===== src/rtl/cam_pkg.sv =====
package cam_pkg;

    typedef enum logic {
        DR_IDLE = 1'b0,
        DR_SCAN = 1'b1
    } drain_e;

endpackage


===== src/rtl/cam_store.sv =====
module cam_store #(
    parameter int WORDS = 8,
    parameter int WIDTH = 8,
    localparam int IDX_W = (WORDS > 1) ? $clog2(WORDS) : 1
) (
    input  logic                          clk,
    input  logic                          rst_n,
    input  logic                          wr_en,
    input  logic [IDX_W-1:0]              wr_addr,
    input  logic [WIDTH-1:0]              wr_data,
    input  logic                          wr_active,
    output logic [WORDS-1:0][WIDTH-1:0]   ent_data,
    output logic [WORDS-1:0]              ent_act
);

    typedef struct packed {
        logic [WORDS-1:0][WIDTH-1:0] data;
        logic [WORDS-1:0]            act;
    } store_t;

    store_t s_d, s_q;

    always_comb begin
        s_d = s_q;
        if (wr_en && (int'(wr_addr) < WORDS)) begin
            s_d.data[wr_addr] = wr_data;
            s_d.act[wr_addr]  = wr_active;
        end
    end

    always_ff @(posedge clk or negedge rst_n) begin
        if (!rst_n) begin
            s_q <= '0;
        end else begin
            s_q <= s_d;
        end
    end

    assign ent_data = s_q.data;
    assign ent_act  = s_q.act;

endmodule


===== src/rtl/cam_word_cmp.sv =====
module cam_word_cmp #(
    parameter int WIDTH = 8
) (
    input  logic [WIDTH-1:0] arg,
    input  logic [WIDTH-1:0] key,
    input  logic [WIDTH-1:0] word,
    input  logic             act,
    output logic             hit,
    output logic             gt
);

    logic [WIDTH-1:0] diff;
    logic             decided;
    logic             above;

    always_comb begin
        // Differing bits that the key enables.
        diff    = (arg ^ word) & key;
        hit     = act && (|key) && !(|diff);
        decided = 1'b0;
        above   = 1'b0;
        // Scan from the top; the highest enabled differing bit decides.
        for (int j = WIDTH - 1; j >= 0; j--) begin
            if (!decided && diff[j]) begin
                decided = 1'b1;
                above   = arg[j];
            end
        end
        gt = act && above;
    end

endmodule


===== src/rtl/cam_drain.sv =====
module cam_drain
    import cam_pkg::*;
#(
    parameter int WORDS = 8,
    parameter int WIDTH = 8,
    localparam int IDX_W = (WORDS > 1) ? $clog2(WORDS) : 1
) (
    input  logic                          clk,
    input  logic                          rst_n,
    input  logic                          start,
    input  logic [WORDS-1:0]              hit_in,
    input  logic [WORDS-1:0]              gt_in,
    input  logic [WORDS-1:0][WIDTH-1:0]   ent_data,
    output logic [WORDS-1:0]              hits,
    output logic [WORDS-1:0]              gts,
    output logic                          rd_valid,
    output logic [IDX_W-1:0]              rd_idx,
    output logic [WIDTH-1:0]              rd_data,
    output logic                          rd_done
);

    typedef struct packed {
        drain_e           st;
        logic [WORDS-1:0] pend;
        logic [WORDS-1:0] hits;
        logic [WORDS-1:0] gts;
        logic             valid;
        logic [IDX_W-1:0] idx;
        logic [WIDTH-1:0] data;
        logic             done;
    } drain_t;

    drain_t r_d, r_q;
    logic [IDX_W-1:0] pick;

    // Lowest pending index wins.
    always_comb begin
        pick = '0;
        for (int i = WORDS - 1; i >= 0; i--) begin
            if (r_q.pend[i]) begin
                pick = IDX_W'(i);
            end
        end
    end

    always_comb begin
        r_d       = r_q;
        r_d.valid = 1'b0;
        r_d.done  = 1'b0;
        if (start) begin
            r_d.hits = hit_in;
            r_d.gts  = gt_in;
            r_d.pend = hit_in;
            r_d.st   = DR_SCAN;
        end else if (r_q.st == DR_SCAN) begin
            if (|r_q.pend) begin
                r_d.valid      = 1'b1;
                r_d.idx        = pick;
                r_d.data       = ent_data[pick];
                r_d.pend[pick] = 1'b0;
            end else begin
                r_d.done = 1'b1;
                r_d.st   = DR_IDLE;
            end
        end
    end

    always_ff @(posedge clk or negedge rst_n) begin
        if (!rst_n) begin
            r_q <= '0;
        end else begin
            r_q <= r_d;
        end
    end

    assign hits     = r_q.hits;
    assign gts      = r_q.gts;
    assign rd_valid = r_q.valid;
    assign rd_idx   = r_q.idx;
    assign rd_data  = r_q.data;
    assign rd_done  = r_q.done;

endmodule


===== src/rtl/cam_search.sv =====
module cam_search #(
    parameter int WORDS = 8,
    parameter int WIDTH = 8,
    localparam int IDX_W = (WORDS > 1) ? $clog2(WORDS) : 1
) (
    input  logic             clk,
    input  logic             rst_n,
    input  logic             wr_en,
    input  logic [IDX_W-1:0] wr_addr,
    input  logic [WIDTH-1:0] wr_data,
    input  logic             wr_active,
    input  logic [WIDTH-1:0] arg,
    input  logic [WIDTH-1:0] key,
    input  logic             start,
    output logic [WORDS-1:0] match_vec,
    output logic [WORDS-1:0] gt_vec,
    output logic             rd_valid,
    output logic [IDX_W-1:0] rd_idx,
    output logic [WIDTH-1:0] rd_data,
    output logic             rd_done
);

    logic [WORDS-1:0][WIDTH-1:0] ent_data;
    logic [WORDS-1:0]            ent_act;
    logic [WORDS-1:0]            hit_now;
    logic [WORDS-1:0]            gt_now;

    cam_store #(.WORDS(WORDS), .WIDTH(WIDTH)) u_store (
        .clk       (clk),
        .rst_n     (rst_n),
        .wr_en     (wr_en),
        .wr_addr   (wr_addr),
        .wr_data   (wr_data),
        .wr_active (wr_active),
        .ent_data  (ent_data),
        .ent_act   (ent_act)
    );

    for (genvar g = 0; g < WORDS; g++) begin : g_cmp
        cam_word_cmp #(.WIDTH(WIDTH)) u_cmp (
            .arg  (arg),
            .key  (key),
            .word (ent_data[g]),
            .act  (ent_act[g]),
            .hit  (hit_now[g]),
            .gt   (gt_now[g])
        );
    end

    cam_drain #(.WORDS(WORDS), .WIDTH(WIDTH)) u_drain (
        .clk      (clk),
        .rst_n    (rst_n),
        .start    (start),
        .hit_in   (hit_now),
        .gt_in    (gt_now),
        .ent_data (ent_data),
        .hits     (match_vec),
        .gts      (gt_vec),
        .rd_valid (rd_valid),
        .rd_idx   (rd_idx),
        .rd_data  (rd_data),
        .rd_done  (rd_done)
    );

endmodule


===== config.mk =====
export PLATFORM = sky130hd
export DESIGN_NAME = cam_search
export DESIGN_NICKNAME = d
export VERILOG_FILES = /design/src/rtl/cam_pkg.sv /design/src/rtl/cam_store.sv /design/src/rtl/cam_word_cmp.sv /design/src/rtl/cam_drain.sv /design/src/rtl/cam_search.sv
export SDC_FILE = /design/constraint.sdc
export NUM_CORES = 1
export LEC_CHECK = 0
export BUFFER_PORTS_ARGS = -buffer_cell sky130_fd_sc_hd__buf_2
export CAP_MARGIN = 10
export CORE_MARGIN = 5
export CORE_UTILIZATION = 30
export DETAILED_ROUTE_END_ITERATION = 8
export SYNTH_ARGS = -nofsm -noshare
export SYNTH_HDL_FRONTEND = slang
export SYNTH_SLANG_ARGS = --single-unit
export TNS_END_PERCENT = 10

===== constraint.sdc =====
create_clock -name clk -period 3.15 [get_ports clk]
set_input_delay 0.4725 -clock clk [delete_from_list [all_inputs] [get_ports clk]]
set_output_delay 0.4725 -clock clk [all_outputs]
set_load 0.01 [all_outputs]

==> impl_metrics.ini <==
[run_status]
status = finished, final reports clean

[synth]
syn_avg_cell_area_um2 = 9.902
ys_async_sr_fraction = 1.000
synth_edf_count = 0
ys_ff_latch = 110
ys_types = 64
syn_inst = 722
syn_nets = 754
yosysWarningCount = 0
netlist_area_mm2 = 0.007149
yosys_most_used_dff = dfrtp_1
yosysSeqAreaShare = 0.3850

[sta]
fmax_ghz = 0.4139
rsz0062_at_grt = no
period_share = 0.7670
fin_skew_ns = 0.005160
setup_tns_ns = 0
slew_viol_final = 0
slew_headroom = 0.2960
fin_crit_ns = 2.416
worst_pin_slew_ns = 1.049
setup_viol = 0
hold_viol_final = 0

[min_path]
hold_class = primary input to async pin

[setup_path]
required_ns = 3.39
crit_path_end_kind = register
crit_type = register to register
critPathMaxFanout = 13
crit_arrival_ns = 2.65
startpoint_type = register

[global_routing]
grt_max_degree = 49
antenna_found_initial = 1
grt.total_usage = 0.1737
grt_pass1_wl_mm = 35.82
grt_overflow = 0
grt_pass1_vias = 5864

[finish]
nNetsFinal = 764
area_delta_synth_final_pct = 9.713
layout_commonest_cell = dfrtp_1
layoutNonFillerInstCount = 1055
drive_gt1_frac = 0.2381
mostFrequentLayoutCells = dfrtp_1, mux2_2, buf_2, nand2_1, xor2_1

[clocking]
cts_tree = built
ctsResizeCount = 0
htreeDepth = 3
path_clk_slew_ns = 0.07
clock_path_buffers = 2
cts-root-buf = clkbuf_16
cts_made_buffers = 9
cts_hold_buf = 0
clk_latency_ns = 0.36
clock-sinks = 110
post_cts_buffers = 0

[power_and_ir_drop]
clkPwrFrac = 0.232
power.switching_mw = 1.883
intPower_mw = 3.086
swShare = 0.3790
p_seq_frac = 0.440
p_leak_nw = 3.235
comb_power_share = 0.328
p_per_area_mw_per_mm2 = 633.6
vdd_drop_max_mv = 0.2785

[flow_run]
drv_cap = 0

[floorplanning]
start_util = 0.3046
dieArea_mm2 = 0.02702
io_pins = 61
die_h_um = 164.4
fp-row-count = 56
core_region_area_mm2 = 0.02347
die_w_um = 164.4

[drt]
wirelength_mm = 23.30
ant_nets = 0
vias_per_cell = 5.665
firstDrtPassIters = 6
remaining_drc_errors = 0
wl_per_cell_um = 22.08
vias = 5977
drtIter0Drc = 669

[placement]
dp_cells = 1040
hpwl_mm = 17.37
io_buffer_count = 60
place_congestion = 0.9333
-- power by group through the flow --
stage          logic, mW  clock network (mW)  registers [mW]
2_1_floorplan       1.31                   0            2.01
3_3_place_gp        1.59                   0            2.20
3_5_place_dp        1.62                   0            2.20
4_1_cts             1.63                1.17            2.18
5_1_grt             1.79                1.22            2.23
6_report            1.63                1.15            2.18
-- path summary, 6_finish.rpt --
check / startpoint / slack [ns] / end / cells past startpoint
max in group asynchronous: rst_n / 2.36 / u_drain.hits[0] / 2
setup / recovery: u_drain.r_q[30] / 0.73 / u_drain.rd_data[1] / 5
hold reg to reg: u_drain.rd_idx[1] / 0.49 / u_drain.rd_idx[1] / 2
setup reg to reg: u_drain.r_q[30] / 0.73 / u_drain.rd_data[1] / 5
hold / removal: rst_n / 0.14 / u_store.ent_data[51] / 1
min in group clk: wr_data[1] / 0.43 / u_store.ent_data[9] / 3
-- flip-flops by register name, summed over array words and instances, names as in the netlist --
register          cells
u_store.ent_data     64
u_drain.r_q           9
u_drain.gts           8
u_drain.hits          8
u_drain.rd_data       8
u_store.ent_act       8
u_drain.rd_idx        3
u_drain.rd_done       1
u_drain.rd_valid      1
-- cell usage after synthesis (5+ instances only) --
master,instances,area [um^2]
a21oi_1,16,80.08
and3_1,6,37.54
inv_1,18,67.56
a22oi_1,20,150.1
a211oi_1,12,90.09
o21ai_0,25,125.1
nand4b_1,8,70.07
a31oi_2,5,62.56
a221o_1,11,110.1
nor2b_1,18,112.6
clkbuf_1,26,97.59
dfrtp_1,110,2753
or2_1,5,31.28
o211ai_1,15,112.6
xnor2_1,6,52.55
a222oi_1,5,50.05
and2_1,8,50.05
o221ai_1,6,52.55
nand3_1,15,75.07
nand2_1,55,206.5
nand3b_1,16,120.1
mux2_2,75,844.6
a221oi_1,14,122.6
o21ai_1,6,30.03
o31ai_1,6,45.04
o22ai_1,12,75.07
a41oi_1,5,43.79
buf_2,11,55.05
nor2_1,20,75.07
nand2b_1,5,31.28
xor2_1,54,473.0
buf_4,29,217.7
nand4_1,5,31.28
-- worst max-delay path, stage by stage, from the launching register on --
cell	delay, ns
dfrtp_1	0.50
or4_1	0.72
o21ai_2	0.59
inv_2	0.24
nor2_1	0.18
a31oi_2	0.05
-- metrics by stage --
stage | power [mW] | hold slack (ns) | util | cell area [um^2] | setup WS [ns]
5_1_grt | 5.232 | 0.2052 | 0.3341 | 7841 | 0.5688
6_report | 4.970 | 0.1419 | 0.3342 | 7844 | 0.7340
3_5_place_dp | 3.822 | 0.4739 | 0.3222 | 7562 | 0.7711
4_1_cts | 4.972 | 0.1677 | 0.3341 | 7841 | 0.7525
2_1_floorplan | 3.322 | 0.1769 | - | 7149 | 1.238
3_3_place_gp | 3.794 | 0.4844 | 0.3222 | 7562 | 0.8339
-- cell families (layout without fill, tap and decap cells) --
family / count (synthesis) / in the layout / synth area share
AOI/OAI and AO/OA: 197 / 197 / 0.2086
and+or+nand+nor: 187 / 187 / 0.1456
DFF: 110 / 110 / 0.3850
buffers and inverters: 90 / 103 / 0.06458
muxes: 78 / 78 / 0.1227
xor gates and xnor gates: 60 / 60 / 0.07350
other: 0 / 1 / 0
-- area by class of cell --
cell class              count  area, um^2
diodes                      1       2.502
clock buffers              10       229.0
clock inverters             4       50.05
fillers                  2402       15630
inverters                  20       75.07
multi-input cells         522        3940
flip-flops and latches    110        2753
well taps                 319       399.1
repair buffers             69       395.4
-- routing by layer --
layer  vias up  track usage  wire [um]
met5         -            0          0
met3        39      0.03669       1634
li1       2697            -          -
met1      2973       0.2435      10440
met4         0      0.06427        678
met2       268       0.2644      10540
(Power assumes the default switching activity.)
